===== config.mk =====
export PLATFORM = sky130hd
export DESIGN_NAME = vgather_unit
export DESIGN_NICKNAME = d
export VERILOG_FILES = /design/src/rtl/gather_pkg.sv /design/src/rtl/gather_cfg_check.sv /design/src/rtl/gather_elem_path.sv /design/src/rtl/vgather_unit.sv
export SDC_FILE = /design/constraint.sdc
export NUM_CORES = 1
export LEC_CHECK = 0
export CORE_MARGIN = 5
export CORE_UTILIZATION = 43
export CTS_BUF_LIST = sky130_fd_sc_hd__clkbuf_4 sky130_fd_sc_hd__clkbuf_8
export CTS_CLUSTER_SIZE = 40
export DETAILED_ROUTE_END_ITERATION = 12
export GPL_ROUTABILITY_DRIVEN = 0
export GPL_TIMING_DRIVEN = 0
export PLACE_DENSITY = 0.78
export REMOVE_ABC_BUFFERS = 1
export SLEW_MARGIN = 15
export SYNTH_ARGS = -nofsm -noshare
export SYNTH_HDL_FRONTEND = slang
export SYNTH_SLANG_ARGS = --single-unit

===== constraint.sdc =====
create_clock -name clk -period 6.11 [get_ports clk]
set_input_delay 1.222 -clock clk [delete_from_list [all_inputs] [get_ports clk]]
set_output_delay 1.222 -clock clk [all_outputs]
set_load 0.02 [all_outputs]

===== src/rtl/gather_pkg.sv =====
// Shared types and helpers for the vector gather unit.
// Assumes element data words are at most 64 bits wide.
package gather_pkg;

    localparam int ELEM_BITS = 64;

    typedef enum logic [0:0] {
        ST_IDLE = 1'b0,
        ST_RUN  = 1'b1
    } gather_state_t;

    // True for the four supported element widths in bytes.
    function automatic logic ew_legal(input logic [3:0] ew);
        return (ew == 4'd1) || (ew == 4'd2) || (ew == 4'd4) || (ew == 4'd8);
    endfunction

    // log2 of a legal element width; 0 for illegal codes.
    function automatic logic [1:0] ew_shift(input logic [3:0] ew);
        case (ew)
            4'd2:    return 2'd1;
            4'd4:    return 2'd2;
            4'd8:    return 2'd3;
            default: return 2'd0;
        endcase
    endfunction

    // Keep only the low 8*ew bits of a word.
    function automatic logic [ELEM_BITS-1:0] trunc_ew(input logic [ELEM_BITS-1:0] d,
                                                      input logic [3:0] ew);
        case (ew)
            4'd1:    return {56'd0, d[7:0]};
            4'd2:    return {48'd0, d[15:0]};
            4'd4:    return {32'd0, d[31:0]};
            default: return d;
        endcase
    endfunction

endpackage


===== src/rtl/gather_cfg_check.sv =====
// Configuration legality check for the gather unit.
// Combinational; evaluated on the live configuration in the launch cycle.
// Assumes cfg_reg_bytes is a multiple of the element width.
module gather_cfg_check
    import gather_pkg::*;
#(
    parameter int VL_W   = 7,
    parameter int RB_W   = 8,
    parameter int REG_W  = 4,
    parameter int LMUL_W = 8,
    localparam int CNT_W = RB_W + REG_W
) (
    input  logic [3:0]        ew_bytes,
    input  logic              idx16,
    input  logic [VL_W-1:0]   vl,
    input  logic [RB_W-1:0]   reg_bytes,
    input  logic [LMUL_W-1:0] lmul,
    input  logic [REG_W-1:0]  src_regs,
    input  logic [REG_W-1:0]  dst_regs,
    output logic              cfg_err,
    output logic [CNT_W-1:0]  max_index
);

    logic [RB_W-1:0]  elems_per_reg;
    logic [CNT_W-1:0] dst_cap;
    logic [31:0]      grp_lhs;
    logic [31:0]      grp_rhs;
    logic             width_bad;
    logic             dst_bad;
    logic             grp_bad;

    // Derive per-register element count, capacities and the three error terms.
    always_comb begin
        elems_per_reg = reg_bytes >> ew_shift(ew_bytes);
        dst_cap       = CNT_W'(dst_regs) * CNT_W'(elems_per_reg);
        max_index     = CNT_W'(src_regs) * CNT_W'(elems_per_reg);
        grp_lhs       = 32'(lmul) * (idx16 ? 32'd2 : 32'(ew_bytes));
        grp_rhs       = 32'd65 * 32'(ew_bytes);
        width_bad     = !ew_legal(ew_bytes);
        dst_bad       = (dst_regs == '0) || (32'(dst_cap) < 32'(vl));
        grp_bad       = (grp_lhs >= grp_rhs);
        cfg_err       = width_bad || dst_bad || grp_bad;
    end

endmodule


===== src/rtl/gather_elem_path.sv =====
// Per-element datapath: index selection, range test and result formatting.
// Combinational; the source store answers src_addr in the same cycle.
module gather_elem_path
    import gather_pkg::*;
#(
    parameter int SRC_AW = 12,
    parameter int CNT_W  = 12
) (
    input  logic [3:0]           ew_bytes,
    input  logic                 idx16,
    input  logic                 scalar_sel,
    input  logic [31:0]          scalar_idx,
    input  logic [ELEM_BITS-1:0] idx_word,
    input  logic [ELEM_BITS-1:0] src_word,
    input  logic [CNT_W-1:0]     max_index,
    output logic [SRC_AW-1:0]    src_addr,
    output logic [ELEM_BITS-1:0] elem_val,
    output logic                 oob
);

    logic [ELEM_BITS-1:0] eff_idx;

    // Choose the index source, test it against the group size, shape the result.
    always_comb begin
        if (scalar_sel)
            eff_idx = {32'd0, scalar_idx};
        else if (idx16)
            eff_idx = {48'd0, idx_word[15:0]};
        else
            eff_idx = trunc_ew(idx_word, ew_bytes);
        oob      = eff_idx >= ELEM_BITS'(max_index);
        src_addr = eff_idx[SRC_AW-1:0];
        elem_val = oob ? '0 : trunc_ew(src_word, ew_bytes);
    end

endmodule


===== src/rtl/vgather_unit.sv =====
// Vector register gather unit, one element per clock.
// Captures configuration and mask on start, checks legality, then walks
// elements start..vl-1 writing gathered values under the mask.
// Assumes combinational read stores and that start is a single-cycle pulse.
module vgather_unit
    import gather_pkg::*;
#(
    parameter int MAX_VL = 64,
    parameter int RB_W   = 8,
    parameter int REG_W  = 4,
    parameter int LMUL_W = 8,
    parameter int SRC_AW = 12,
    localparam int VL_W  = $clog2(MAX_VL + 1),
    localparam int EI_W  = $clog2(MAX_VL),
    localparam int CNT_W = RB_W + REG_W
) (
    input  logic                 clk,
    input  logic                 rst_n,
    input  logic                 start,
    input  logic                 exc_clr,
    input  logic [3:0]           cfg_ew_bytes,
    input  logic [VL_W-1:0]      cfg_vl,
    input  logic [VL_W-1:0]      cfg_start_elem,
    input  logic [RB_W-1:0]      cfg_reg_bytes,
    input  logic [LMUL_W-1:0]    cfg_lmul,
    input  logic [REG_W-1:0]     cfg_src_regs,
    input  logic [REG_W-1:0]     cfg_dst_regs,
    input  logic                 idx16_mode,
    input  logic                 scalar_mode,
    input  logic [31:0]          scalar_index,
    input  logic [MAX_VL-1:0]    mask,
    output logic [VL_W-1:0]      idx_addr,
    input  logic [ELEM_BITS-1:0] idx_data,
    output logic [SRC_AW-1:0]    src_addr,
    input  logic [ELEM_BITS-1:0] src_data,
    output logic                 wr_en,
    output logic [VL_W-1:0]      wr_idx,
    output logic [ELEM_BITS-1:0] wr_data,
    output logic                 done,
    output logic                 start_clr,
    output logic                 exc_flag
);

    gather_state_t      state;
    logic [VL_W-1:0]    cur;
    logic [VL_W-1:0]    vl_q;
    logic [VL_W-1:0]    st_q;
    logic [MAX_VL-1:0]  mask_q;
    logic [3:0]         ew_q;
    logic               idx16_q;
    logic               scalar_q;
    logic [31:0]        sidx_q;
    logic [CNT_W-1:0]   maxi_q;
    logic               done_q;
    logic               clr_q;
    logic               exc_q;
    logic               cfg_err;
    logic [CNT_W-1:0]   max_index;
    logic               oob;
    logic [ELEM_BITS-1:0] elem_val;

    gather_cfg_check #(
        .VL_W   (VL_W),
        .RB_W   (RB_W),
        .REG_W  (REG_W),
        .LMUL_W (LMUL_W)
    ) u_cfg (
        .ew_bytes  (cfg_ew_bytes),
        .idx16     (idx16_mode),
        .vl        (cfg_vl),
        .reg_bytes (cfg_reg_bytes),
        .lmul      (cfg_lmul),
        .src_regs  (cfg_src_regs),
        .dst_regs  (cfg_dst_regs),
        .cfg_err   (cfg_err),
        .max_index (max_index)
    );

    gather_elem_path #(
        .SRC_AW (SRC_AW),
        .CNT_W  (CNT_W)
    ) u_path (
        .ew_bytes   (ew_q),
        .idx16      (idx16_q),
        .scalar_sel (scalar_q),
        .scalar_idx (sidx_q),
        .idx_word   (idx_data),
        .src_word   (src_data),
        .max_index  (maxi_q),
        .src_addr   (src_addr),
        .elem_val   (elem_val),
        .oob        (oob)
    );

    // Sequencer: launch, legality outcome, element walk and sticky exception.
    always_ff @(posedge clk) begin
        if (!rst_n) begin
            state    <= ST_IDLE;
            cur      <= '0;
            vl_q     <= '0;
            st_q     <= '0;
            mask_q   <= '0;
            ew_q     <= 4'd1;
            idx16_q  <= 1'b0;
            scalar_q <= 1'b0;
            sidx_q   <= '0;
            maxi_q   <= '0;
            done_q   <= 1'b0;
            clr_q    <= 1'b0;
            exc_q    <= 1'b0;
        end else begin
            done_q <= 1'b0;
            clr_q  <= 1'b0;
            if (exc_clr)
                exc_q <= 1'b0;
            case (state)
                ST_IDLE: begin
                    if (start && !exc_q) begin
                        vl_q     <= cfg_vl;
                        st_q     <= cfg_start_elem;
                        mask_q   <= mask;
                        ew_q     <= cfg_ew_bytes;
                        idx16_q  <= idx16_mode;
                        scalar_q <= scalar_mode;
                        sidx_q   <= scalar_index;
                        maxi_q   <= max_index;
                        if (cfg_err) begin
                            exc_q  <= 1'b1;
                            done_q <= 1'b1;
                        end else if (cfg_start_elem >= cfg_vl) begin
                            done_q <= 1'b1;
                            clr_q  <= 1'b1;
                        end else begin
                            state <= ST_RUN;
                            cur   <= cfg_start_elem;
                        end
                    end
                end
                ST_RUN: begin
                    if (cur == VL_W'(vl_q - 1'b1)) begin
                        state  <= ST_IDLE;
                        done_q <= 1'b1;
                        clr_q  <= 1'b1;
                    end else begin
                        cur <= cur + 1'b1;
                    end
                end
                default: state <= ST_IDLE;
            endcase
        end
    end

    // Drive the store addresses and the element write port.
    always_comb begin
        idx_addr  = cur;
        wr_idx    = cur;
        wr_en     = (state == ST_RUN) && mask_q[cur[EI_W-1:0]];
        wr_data   = elem_val;
        done      = done_q;
        start_clr = clr_q;
        exc_flag  = exc_q;
    end

    assert_done_idle_R10: assert property (@(posedge clk) disable iff (!rst_n)
        done_q |-> (state == ST_IDLE));

    assert_step_one_R10: assert property (@(posedge clk) disable iff (!rst_n)
        (state == ST_RUN && $past(state) == ST_RUN) |-> (cur == $past(cur) + 1'b1));

    assert_wr_window_R7: assert property (@(posedge clk) disable iff (!rst_n)
        wr_en |-> (cur < vl_q && cur >= st_q));

    assert_oob_zero_R4: assert property (@(posedge clk) disable iff (!rst_n)
        (wr_en && oob) |-> (wr_data == '0));

    assert_clr_with_done_R7: assert property (@(posedge clk) disable iff (!rst_n)
        clr_q |-> (done_q && !exc_q));

    assert_exc_sticky_R11: assert property (@(posedge clk) disable iff (!rst_n)
        (exc_q && !exc_clr) |=> exc_q);

    assert_exc_blocks_R11: assert property (@(posedge clk) disable iff (!rst_n)
        exc_q |-> (state == ST_IDLE && !wr_en));

    assert_legal_width_R1: assert property (@(posedge clk) disable iff (!rst_n)
        (state == ST_RUN) |-> ew_legal(ew_q));

endmodule


After elaboration in Yosys (flattened, before gate mapping)

Cells that the tools add are included.

Shifts and indexed selects: 1
Bitwise logic cells: 1
Add/sub/neg operators: 2
Equality and inequality tests: 12
$mul: 4
Magnitude comparators: 5
Reduce and logical (&&, ||, !) cells: 13
Muxes and demuxes: 31

Operators by type and width:

| cell                   | number |
|---|---|
| $pmux W64 S3           | 2 |
| $mux W64               | 3 |
| $ge A64 B12 Y1         | 1 |
| $ge A32 B11 Y1         | 1 |
| $mul A8 B32 Y32        | 1 |
| $mux W7                | 4 |
| $mul A4 B8 Y12         | 2 |
| $mux W1                | 15 |
| $pmux W7 S2            | 1 |
| $lt A12 B7 Y1          | 1 |
| $mul A7 B4 Y11 const A | 1 |
| $eq A4 B1 Y1 const B   | 2 |
| $eq A4 B2 Y1 const B   | 2 |
| $eq A4 B3 Y1 const B   | 2 |
| $ne A2 B2 Y1 const B   | 4 |
| $shr A8 B2 Y8          | 1 |
| $add A7 B1 Y7 const B  | 1 |
| $eq A7 B7 Y1           | 1 |
| $ge A7 B7 Y1           | 1 |
| $lt A6 B7 Y1 const B   | 1 |
| $sub A7 B1 Y7 const B  | 1 |
| $bmux W1 S6            | 1 |
| $logic_or A1 B1 Y1     | 6 |
| $pmux W1 S2            | 3 |
| other kinds (9)        | 11 |

Word-level logic and storage cells: 81
Register bits: 132
Input port bits: 272

Logic depth before layout (Yosys ltp)

Gate-level depths: netlist (run 1).

Depth in word-level cells: 11
Depth in mapped cells: 24

By module

From an unflattened synthesis (run 1), not the netlist that was laid out.

Cells, all modules: 1350
Area, all modules: 10576.4 sq um

Modules (own cells, without submodules):

| module           | cells an instance | times used | seq. area each (sq um) | area each (sq um) |
|---|---|---|---|---|
| vgather_unit     | 693               | 1          | 2642.5                 | 5681.7 |
| gather_cfg_check | 422               | 1          | 0.0                    | 3290.7 |
| gather_elem_path | 235               | 1          | 0.0                    | 1604.0 |

Least setup slack after synthesis (run 1)

Ideal clock, no wire load.

Path kind: input-to-reg
Start point: input port cfg_ew_bytes[1]
End point: register cur[0] (netlist: idx_addr[0])
Data arrival time: 6.067 ns
Library setup time: 0.120 ns
Setup slack: -0.076 ns
Data required time: 5.990 ns
Cell stages on the path: 23
Cell sequence: buf_2 xor2_1 nand3_1 mux2_2 nand2_1 o21ai_0 and2_1 fa_1 inv_1 fa_1 inv_1 ha_1 o21ai_0 nor2_1 a21oi_1 ha_1 a21oi_1 a21boi_0 a2111oi_0 nand4_1 nand4_4 a211oi_1 o31a_1

Longest elaborated chain between the ends: 10
Elaborated cells between the ends (all ways): 21
Classes of those cells: 3 x mul; 2 x order compare; 5 x eq/ne; 1 x shift; 2 x mux; 8 x reduce/logical

RTL lines:

| what                                                    | line                   | text |
|---|---|---|
| start, declared                                         | vgather_unit.sv:21     | `input logic [3:0] cfg_ew_bytes,` |
| branches (longest 7 deep; another with $mul A8 B32 Y32) | -                      |  |
| $logic_or A1 B1 Y1 (*)                                  | gather_cfg_check.sv:42 | `cfg_err = width_bad \|\| dst_bad \|\| grp_bad;` |
| $ne A2 B2 Y1 (no line) (*)                              | -                      |  |
| $reduce_and A4 Y1 (no line) (*)                         | -                      |  |
| end signal, assigned                                    | vgather_unit.sv:135    | `cur <= cfg_start_elem;` |
| end signal, assigned                                    | vgather_unit.sv:145    | `cur <= cur + 1'b1;` |
| end, declared                                           | vgather_unit.sv:45     | `logic [VL_W-1:0] cur;` |

Every way passes the cells marked *.
A chain may end at the register's enable or synchronous reset.

Worst setup path in the final report (run 1)

Start point: input port idx_data[0]
End point: output port wr_data[1]

Longest elaborated chain between the ends: 5

RTL lines:

| what               | line                   | text |
|---|---|---|
| start, declared    | vgather_unit.sv:33     | `input logic [ELEM_BITS-1:0] idx_data,` |
| $pmux W64 S3       | gather_pkg.sv:30       | `case (ew)` |
| $mux W64 (*)       | gather_elem_path.sv:27 | `else if (idx16)` |
| $mux W64 (*)       | gather_elem_path.sv:25 | `if (scalar_sel)` |
| $ge A64 B12 Y1 (*) | gather_elem_path.sv:31 | `oob = eff_idx >= ELEM_BITS'(max_index);` |
| $mux W64 (*)       | gather_elem_path.sv:33 | `elem_val = oob ? '0 : trunc_ew(src_word, ew_bytes);` |
| end, declared      | vgather_unit.sv:38     | `output logic [ELEM_BITS-1:0] wr_data,` |

Every way passes the cells marked *; elsewhere a longest branch is shown, timed or not.

==> summary.md, run 1 <==
The post-synthesis to final-layout area growth is 41.6%. The share of the core filled with cells is 0.621. The worst setup path is launched from a primary input. For this block, the routed nets add up to 35.1 mm of wire.

Largest area contributor in the synthesized netlist: dfxtp_1. For this run the aggregate overflow at the end of global routing stands at 0. Dividing total power by cell area gives a power density of 206 mW/mm2.

The multi-input combinational cells in the finished layout cover a total of 0.00759 mm2. The synthesized design contains 132 register bits. For this run, design rule violations remaining after detail routing come to 0. In this design, the stage delay of the slowest critical-path cell is 660 ps. Synthesis handed over a netlist of 1,290 instances.

The total global-route track usage is 0.238. With fillers left out, the area of the finished cells amounts to 0.0152 mm2. The number of global-route vias before repair was 10,100; the later-pin clock latency in the skew report was 440 ps.

The minimum clock period was 6000 ps. Detailed routing inserted a total of 10,300 vias. The CTS clock-pin slew for the worst setup and hold paths is 60 ps.

STA classifies the critical path endpoint as an output pin. The tools report the top-level port count as 366. The most common cell after layout, fill and taps aside is clkdlybuf4s50_1.

The run gives 7.90 ps as the maximum clock skew at final layout. The fraction of final layout cells with drive strength greater than 1 is 0.0985, and the number of setup violations in the final report is 0. The detailed router finished its first iteration with 593 violations. The tools report the floorplan die area as 0.0282 mm2. Summed over all nets, wire length on met3 after detailed routing comes to 2.12 mm.

For this run, the detailed router's first-pass iteration total came to 5. The tools report the highest clock frequency the design can meet as 167 MHz. In this run, distinct cell masters in the synthesized netlist total 71. Average vias per placed instance: 5.26. The tool flagged a number of max-cap violations equal to 0. The top routing layer in use was met4. Worst slew margin relative to its limit: 0.225. The endpoint required time on the critical path was 4890 ps; the warning count from the yosys run was 0.

The critical path is of the primary input to output pin type. The number of placed cells counting well taps was 1,918; the slew of the pin with the lowest slew margin was 1160 ps. The height of the die came out at 168 um. The final-report hold violation count is 0. The first global-routing pass estimated 54.8 mm of wire. The average wire per standard cell works out to 18.0 um. The top cell types in the final layout, fill and taps aside, are clkdlybuf4s50_1, nand2_1, dfxtp_1.

The worst-case IR drop observed on VDD is 102 uV. Critical path's slowest cell: clkdlybuf4s50_1. Setup repair after global routing could not meet its margin everywhere. The final layout contains 2,008 nets. Data arrives at the worst endpoint at 4780 ps.

The clock drives 132 sinks. For the filler cell count in the final layout, the log shows 2,103. Input and output buffers added on the ports amount to 365. The share of the clock period used by the worst path came out at 0.982.

Among all flip-flop cells after synthesis, the most frequent one is dfxtp_1. Most frequent cell on the critical path: a21o_1. Ranked by total cell area, the synthesized netlist is headed by dfxtp_1, nand2_1, ha_1.

The sequential area share after synthesis was 0.246. TritonCTS built the clock tree. The tools report the area inside the core boundary as 0.0245 mm2. The die is 168 um wide.

Root buffer cell: clkbuf_8. The number of antenna violations at the first check in global routing is 2. The flip-flop and latch area came out at 0.00264 mm2. Counting the buffers created by CTS gives 17. The per-instance average area after synthesis works out to 8.32 um2. The H-tree generated during clock tree synthesis spans 4 levels.

The pin count of the biggest net entering global routing is 89, and the standard-cell row count is 57. The class of the tightest hold or removal check was flip-flop to flip-flop. The max-slew violation count came out at 0. Summing every instance area after synthesis gives 0.0107 mm2.

The run gives 27.8 mm as the half-perimeter wire length after detailed placement. The run finished with clean final reports. The final standard cell count with taps included and fillers excluded was 1,951; the worst slack on hold paths was 462 ps. The routed length on met2 was 16.7 mm; the worst reg2reg path depth was 7.

The static leakage was 0.00626 uW. The maximum clock path buffer count is 2, and the quantity of hold-fixing buffers added after cts is 0. Walking the worst path, the cells encountered are clkdlybuf4s50_1, mux2i_1, ha_1, nand2b_1, a21o_1, a21o_1, a21o_1, a211oi_1, o21ai_0, a21oi_2, and2_1, clkdlybuf4s50_1. For the post-route total power, the log shows 3130 uW. Of all nets on the critical path, the largest fanout is 16.

The async set-or-reset flop fraction in the synthesized netlist came out at 0. The number of synthesized flops with an enable pin works out to 0. The initial core utilization is 0.439. The share of the synthesized area in the top cell type is 0.246, and the number of nets with antenna violations after detailed routing is 0. Once placement finished, the instance area stood at 0.0147 mm2.

The setup check on the worst reg-to-reg path leaves a slack of 3330 ps. The worst hold path passes through 2 cells. The detailed router put a total of 15.6 mm of wire on met1.
-- sequential cells by signal (all words and copies together), names as in the netlist --
signal,cells
idx_addr,7
exc_flag,1
start_clr,1
sidx_q,32
done,1
mask_q,64
vl_q,7
state,1
ew_q,4
scalar_q,1
maxi_q,12
idx16_q,1
-- synth_stat cells, types with 29 or more instances --
cell        n
fa_1       36
a21boi_0  116
dfxtp_1   132
nor3b_2    30
clkbuf_1   50
nor2_1     37
inv_1      84
and2_1     74
nand2_1   307
o21ai_0    29
ha_1       83
-- final timing paths --
kind,start,to
max,idx_data[0],wr_data[1]
min,mask_q[18],mask_q[18]
max reg2reg,state,idx_addr[0]
min reg2reg,mask_q[18],mask_q[18]
-- layer usage --
layer | vias to the layer above | GRT usage
li1 | 5032 | -
met1 | 4886 | 0.330
met2 | 298 | 0.387
met3 | 50 | 0.0434
met4 | 0 | 0.0593
met5 | - | 0
-- worst max-delay path, delay by kind of cell --
| kind | cells | cell delay (ps) |
|---|---|---|
| compound gates | 6 | 1580 |
| buf+inv | 2 | 1110 |
| simple gates | 2 | 470 |
| fa+ha+maj | 1 | 320 |
| mux | 1 | 80 |
-- power breakdown --
part	leakage (uW)	switching [uW]	internal [uW]
sequential	0.00108	70.9	941
clock	0.000177	331	344
combinational	0.00500	733	711
total	0.00626	1130	2000
-- timing repair --
action | in CTS | in global routing
cloned | 1 | 0
endpoints found under the setup margin | 29 | 34
gates resized for setup | 32 | 35
pin swaps | 3 | 9
setup buffers | 2 | 1
-- stage by stage --
stage               setup slack (ps)  TNS [ps]
floorplan                      -2000   -184530
global placement               -6630   -767800
detailed placement             -1410    -16840
CTS                             5.95         0
global route                   -54.4      -488
finish                           110         0
-- logic make-up (layout without fill, tap and decap cells) --
kind of cell	after synthesis	in the layout	share of synthesized area
AO/OA/AOI/OAI	239	239	0.162
XOR/XNOR	29	29	0.0237
adder cells (fa/ha/maj)	119	119	0.164
buffers and inverters	163	497	0.0649
flip-flops	132	132	0.246
multiplexers	48	48	0.0705
other	0	2	0
AND/OR/NAND/NOR	560	561	0.269
-- layout make-up --
class                           count  area share
Tap cell                          324      0.0267
Clock buffer                       22      0.0187
Inverter                           84      0.0207
Antenna cell                        2    0.000329
Multi-Input combinational cell    996       0.500
Timing Repair Buffer              386       0.256
Clock inverter                      5     0.00370
Sequential cell                   132       0.174
No activity file was read; power rests on OpenSTA's default activity.
==> inputs of run 2 (changes only) <==
--- a/config.mk
+++ b/config.mk
@@ -10,7 +10,6 @@
 export CTS_BUF_LIST = sky130_fd_sc_hd__clkbuf_4 sky130_fd_sc_hd__clkbuf_8
 export CTS_CLUSTER_SIZE = 40
 export DETAILED_ROUTE_END_ITERATION = 12
-export GPL_ROUTABILITY_DRIVEN = 0
 export GPL_TIMING_DRIVEN = 0
 export PLACE_DENSITY = 0.78
 export REMOVE_ABC_BUFFERS = 1
==> run 2 against run 1 <==
Effect of this change: non-clock buffer count fell by 4; maximum frequency shrank 1.2%; flip-flop and latch count stayed put; clock skew increased by 7.1 ps; total power grew 4.5%; critical path type unchanged; largest power group unchanged.
==> summary.md, run 2 (same netlist as run 1, synthesis figures left out) <==
On the worst path, the slowest cell contributes a delay of 730 ps. The tightest min-delay check is of the flip-flop to flip-flop type. The peak supply drop is 102 uV, and the total number of vias is 10,100. For the quantity of hold-fixing buffers added after cts, the log shows 0. Subtracting the final worst setup slack from the clock period gives 6070 ps.

The critical-path maximum fanout came out at 16. The tools report the flip-flop and latch area as 0.00264 mm2. Timing would allow up to 165 MHz. Clock-pin slew was measured on the worst setup and hold paths at 80 ps. In this run the critical register-to-register path is launched from idx_addr[1].

In the layout the commonest cells are clkdlybuf4s50_1, nand2_1, dfxtp_1. In this run the most critical hold path is launched from sidx_q[15]. The worst path arrival time came out at 4850 ps. In this run the number of H-tree levels came out at 4. Pin count of the biggest net entering global routing: 75. Walking the worst path, the cells encountered are clkdlybuf4s50_1, mux2i_1, ha_1, nand2b_1, a21o_1, a21o_1, a21o_1, a211oi_1, o21ai_0, a21oi_2, and3_1, clkdlybuf4s50_1. The final-report hold violation count was 0; the average vias per placed instance was 5.16. The largest registers in the layout are mask_q x64, sidx_q x32, maxi_q x12. For the initial core utilization, the log shows 0.439. The fraction of final layout cells with drive strength greater than 1 was 0.0991. Across all hold checks on the routed design, the worst slack comes to 459 ps. For the total global-route track usage, the log shows 0.242. The run gives 0 as the max-slew violation count. The area inside the core boundary was 0.0245 mm2; the worst slack at placement was -1390 ps. The total clock sinks came out at 132.

For the worst-skew pair, the clock arrives at the later sink with an insertion delay of 440 ps. The number of setup violations in the final report was 0. The CTS buffer count was 17; the number of global-route vias before repair was 10,000. The first global-routing pass estimated 55.0 mm of wire. At the pin with the least slew margin, the transition time is 1170 ps.

Input and output buffers added on the ports amount to 365. The first detailed-routing pass ran for 5 iterations. TritonCTS built the clock tree. The tools report the kind of end point of the critical path as an output pin.

Number of DRC markers after the initial detailed-route iteration: 648. For the worst slew margin relative to its limit, the log shows 0.219. The most common cell after layout, fill and taps aside was clkdlybuf4s50_1. The run gives 0 as the number of maximum-capacitance violations. In this run the worst setup path begins at idx_data[0]. The clock passes through at most 2 buffers. Counting flops per register, the top entry is mask_q.

The post-route worst setup slack was 39.2 ps. In this run the power density over the cells is 215 mW/mm2. The cell depth of the worst min-delay path is 2, and the post-synthesis to final-layout area growth is 42.0%. The share of the clock period used by the worst path is 0.994. Counting the fill cells in the layout gives 2,105.

The average wire per standard cell was 18.1 um. Across the routed clock network, the largest skew measured is 15.0 ps. Setup repair after global routing could not meet its margin everywhere. The height of the die was 168 um; the total DRC errors in the routed layout was 0.

For this block, the routed nets add up to 35.3 mm of wire. The final layout contains 2,003 nets. Summing all multi-input logic gate instances after layout gives 0.00759 mm2. The logs give 0.0282 mm2 for the floorplan die area and 0.948 for the placer congestion estimate. Once detail routing completed, the nets flagged for antenna violations numbered 0. The endpoint required time on the critical path came out at 4890 ps. The flip-flop count of the largest register, all copies and words added is 64, and the worst reg2reg path depth is 6. Most frequent cell on the critical path: a21o_1. The critical path is of the primary input to output pin type.

Among all stages on the critical path, the largest delay is contributed by clkdlybuf4s50_1. The standard-cell row count is 57, and the chip width is 168 um. Summed over all layers, the global routing overflow is 0. The tools report the half-perimeter wire length after detailed placement as 28.2 mm. The kind of start point of the critical path is a primary input.

In this run the static leakage power is 0.00621 uW. The flow ran to the end, and the final reports show no timing, DRC or antenna violations. The tools report the number of antenna violations at the first check in global routing as 2.

CTS placed an instance of clkbuf_8 at the clock tree root. Pin placement for this block handled 366 I/O pins.
-- run 2: final cells by class --
cell class              instances  area share
well taps                     324      0.0266
multi-input cells             995       0.498
clock buffers                  20      0.0176
clock inverters                11      0.0114
inverters                      84      0.0207
repair buffers                382       0.252
diodes                          2    0.000328
flip-flops and latches        132       0.173
-- run 2: what timing repair did --
action	CTS	global route
endpoints found under the hold margin	0	0
gates cloned	0	0
endpoints found under the setup margin	29	45
setup buffers	1	1
pin swaps	2	2
resized for setup	27	30
-- run 2: path summary, 6_finish.rpt --
kind | to | slack (ps)
worst max-delay path | wr_data[9] | 40
worst min-delay path | sidx_q[15] | 460
worst max register to register | idx_addr[0] | 3350
worst min register to register | sidx_q[15] | 460
-- run 2: critical path: cells and delay by family --
kind	cells	cell delay, ps
compound gates	6	1630
fa+ha+maj	1	320
buf+inv	2	1190
mux	1	80
simple gates	2	410
-- run 2: layer usage --
| layer | track usage | vias up | routed length, um |
|---|---|---|---|
| met4 | 0.0508 | 0 | 374 |
| li1 | - | 5020 | - |
| met5 | 0 | - | 0 |
| met3 | 0.0396 | 26 | 1840 |
| met2 | 0.401 | 253 | 17200 |
| met1 | 0.334 | 4766 | 15800 |
-- run 2: report_power, final --
group          internal, uW  leakage [uW]  switching [uW]  total [uW]
sequential              941       0.00108            71.5        1010
clock                   471      0.000215             363         834
combinational           701       0.00491             724        1430
total                  2110       0.00621            1160        3270
-- run 2: stage by stage --
stage | setup TNS, ps | instance area, um2 | power [uW] | std cells | util
global route | -2990 | 15300 | 3500 | 1950 | 0.623
finish | 0 | 15300 | 3270 | 1950 | 0.623
global placement | -777730 | 14400 | 2400 | 1900 | 0.589
CTS | -31.6 | 15100 | 3270 | 1947 | 0.619
detailed placement | -19270 | 14600 | 2420 | 1915 | 0.598
floorplan | -184530 | 10400 | 1870 | 1211 | -
==> inputs of run 3 (changes only) <==
--- a/config.mk
+++ b/config.mk
@@ -13,6 +13,7 @@
 export GPL_TIMING_DRIVEN = 0
 export PLACE_DENSITY = 0.78
 export REMOVE_ABC_BUFFERS = 1
+export SETUP_SLACK_MARGIN = 0.5
 export SLEW_MARGIN = 15
 export SYNTH_ARGS = -nofsm -noshare
 export SYNTH_HDL_FRONTEND = slang
==> run 3 against run 2 <==
Effect of this change: hold slack about the same; via count up 2.7%; global-route usage up 0.24 points; largest cell class unchanged; clock power up 0.5%; clock skew about the same.
==> summary.md, run 3 (same netlist as run 1, synthesis figures left out) <==
The standard-cell row count is 57, and the slew of the pin with the lowest slew margin is 1180 ps. TritonCTS built the clock tree. In this run the worst path has a maximum fanout of 7.

The number of buffers and inverters on the critical path is 2, and the later-pin clock latency in the skew report is 440 ps. The run gives 10,100 as the number of global-route vias before repair. In this run the tool buffered the top-level ports with 365 buffer cells. The fraction of met3 tracks used by global routing was 0.0394. For this design the ratio of total power to cell area is 217 mW/mm2. The cell sitting at the root of the clock tree is a clkbuf_8. IR analysis of the VDD net gives a maximum drop of 105 uV.

The post-synthesis to final-layout area growth came out at 46.5%. Initial core utilization: 0.439. Most frequent cell on the critical path: ha_1. The maximum clock path buffer count was 2. The layer flagged by global routing as most heavily used is met2. The chip width came out at 168 um. The share of the clock period used by the worst path came out at 0.927. Setup repair after global routing could not meet its margin everywhere.

The placer congestion estimate came out at 0.948. The flip-flop count of the largest register, all copies and words added came out at 64. The worst hold path belongs to the class flip-flop to flip-flop. The critical path's slowest cell is fa_2. The fraction of final layout cells with drive strength greater than 1 is 0.151. Clock-pin slew was measured on the worst setup and hold paths at 80 ps. Walking the worst path, the cells encountered are buf_12, xor2_4, nand3_4, mux2_4, nand2_2, o21ai_4, buf_4, and2_1, ha_1, ha_1, ha_1, fa_2, a21o_1, a21oi_2, xnor2_1, ha_1, a21boi_2, a2111oi_2, nand4_1, nand4_4, a211oi_2, o31a_1. Leaving out fill and tap cells, the most frequent cells in the layout are nand2_1, clkdlybuf4s50_1, dfxtp_1. The pin count of the biggest net entering global routing is 75.

The logs give 5 for the number of detailed-route iterations in the first pass and 3 for the number of antenna violations at the first check in global routing. The first routing iteration left 643 violations. The total global-route track usage is 0.244.

The register name with the most flops was mask_q. Measured along the y axis, the die boundary spans 168 um. The tools report the half-perimeter wire length after detailed placement as 28.2 mm. The global-route wire length before repair was 55.6 mm.

The aggregate routed wire length is 36.5 mm, and the number of setup violations in the final report is 0. The final standard cell count with taps included and fillers excluded is 1,986, and the final-report hold violation count is 0. For this block, the via count after detailed routing is 10,300. The endpoint required time on the critical path is 6450 ps. After detailed placement, the design holds a cell count of 1,915. The tools report the global routing met2 resource utilization as 0.410. Across all hold checks on the routed design, the worst slack comes to 459 ps. Once detail routing completed, the nets flagged for antenna violations numbered 0. The average vias per placed instance is 5.20, and the floorplan die area is 0.0282 mm2.

In this run the static leakage power is 0.00669 uW. The kind of end point of the critical path was a flip-flop. H-tree depth reported by CTS: 4. The area inside the core boundary was 0.0245 mm2.

The category of cells accounting for the largest share of critical-path delay was adder cells. For this run, the post-layout net count is 2,038. After detailed routing, the average wire length per cell comes to 18.4 um. For this run, the top clock speed supported by timing is 177 MHz.

Minimum clock period: 5660 ps. The tools report the met1 demand-to-capacity share in global routing as 0.334. For this run, design rule violations remaining after detail routing come to 0. The tool flagged a number of max-cap violations equal to 0. The library cell used most frequently in the layout, excluding fill and tap cells, is nand2_1.

STA classifies the critical path startpoint as a primary input. The number of clock buffers added by TritonCTS is 17. The number of hold buffers added after CTS was 0. The clock arrives with 14.5 ps of skew. The total clock sinks is 132, and the worst slew margin relative to its limit is 0.214.

The path type of the worst setup path is primary input to flip-flop. The logs give 366 for the top-level port count and 0 for the overall overflow remaining after global route. The max-slew violation count is 0.

The largest registers in the layout are mask_q x64, sidx_q x32, maxi_q x12. The worst path arrival time is 6000 ps. The flow ran to the end, and the final reports show no timing, DRC or antenna violations.

The peak per-stage delay on the critical path is 400 ps.
run 3: cell types whose count changed in the layout (fill, tap and decap cells not counted), sizes merged:
cell / change
clkdlybuf4s50: -58
buf: +38
or3: +1
dlygate4sd2: +26
clkdlybuf4s15: +3
dlymetal6s2s: +6
clkbuf: +19
diode: +1
run 3: report_power, final:
group          total [uW]  switching (uW)  internal, uW
registers            1010            72.0           941
clock network         838             367           471
logic                1560             784           774
run 3: cell type report:
class	count	area, um2
Antenna cell	3	7.51
Clock buffer	20	269
Clock inverter	11	174
Fill cell	2031	8720
Inverter	84	318
Multi-Input combinational cell	996	7880
Sequential cell	132	2640
Tap cell	324	405
Timing Repair Buffer	416	4050
run 3: worst register-to-register path, stage by stage (launching register included):
cell and delay (ps):
dfxtp_1 1100, xnor2_1 200, nor3_1 70, and4_1 210
nor2_1 540, and3b_1 250, o31a_1 280
run 3: repair_timing:
item                       CTS  global route
gates resized for setup    132           114
gates cloned                 0             2
pin swaps                    9            33
setup buffers               10            25
setup endpoints to repair   79            56
run 3: through the flow:
stage	power (uW)	utilization	TNS, ps	setup WS, ps	area, um2
after detailed placement	2420	0.598	-19270	-1390	14600
after global placement	2400	0.589	-777730	-6810	14400
after floorplan	1870	-	-184530	-2000	10400
final	3410	0.643	0	448	15700
after global routing	3630	0.643	0	321	15700
after CTS	3320	0.625	0	436	15300
run 3: path summary, 6_finish.rpt:
check | startpoint | to | slack [ps] | cells after the start
worst min register to register | sidx_q[15] | sidx_q[15] | 460 | 2
worst min-delay path | sidx_q[15] | sidx_q[15] | 460 | 2
worst max-delay path | cfg_ew_bytes[1] | idx_addr[0] | 450 | 22
worst max register to register | idx_addr[1] | idx_addr[0] | 3330 | 6
run 3: layer usage:
metal	share of wire	vias to the layer above
met4	0.0098	0
met3	0.046	28
li1	-	5102
met1	0.45	4958
met5	0	-
met2	0.50	248
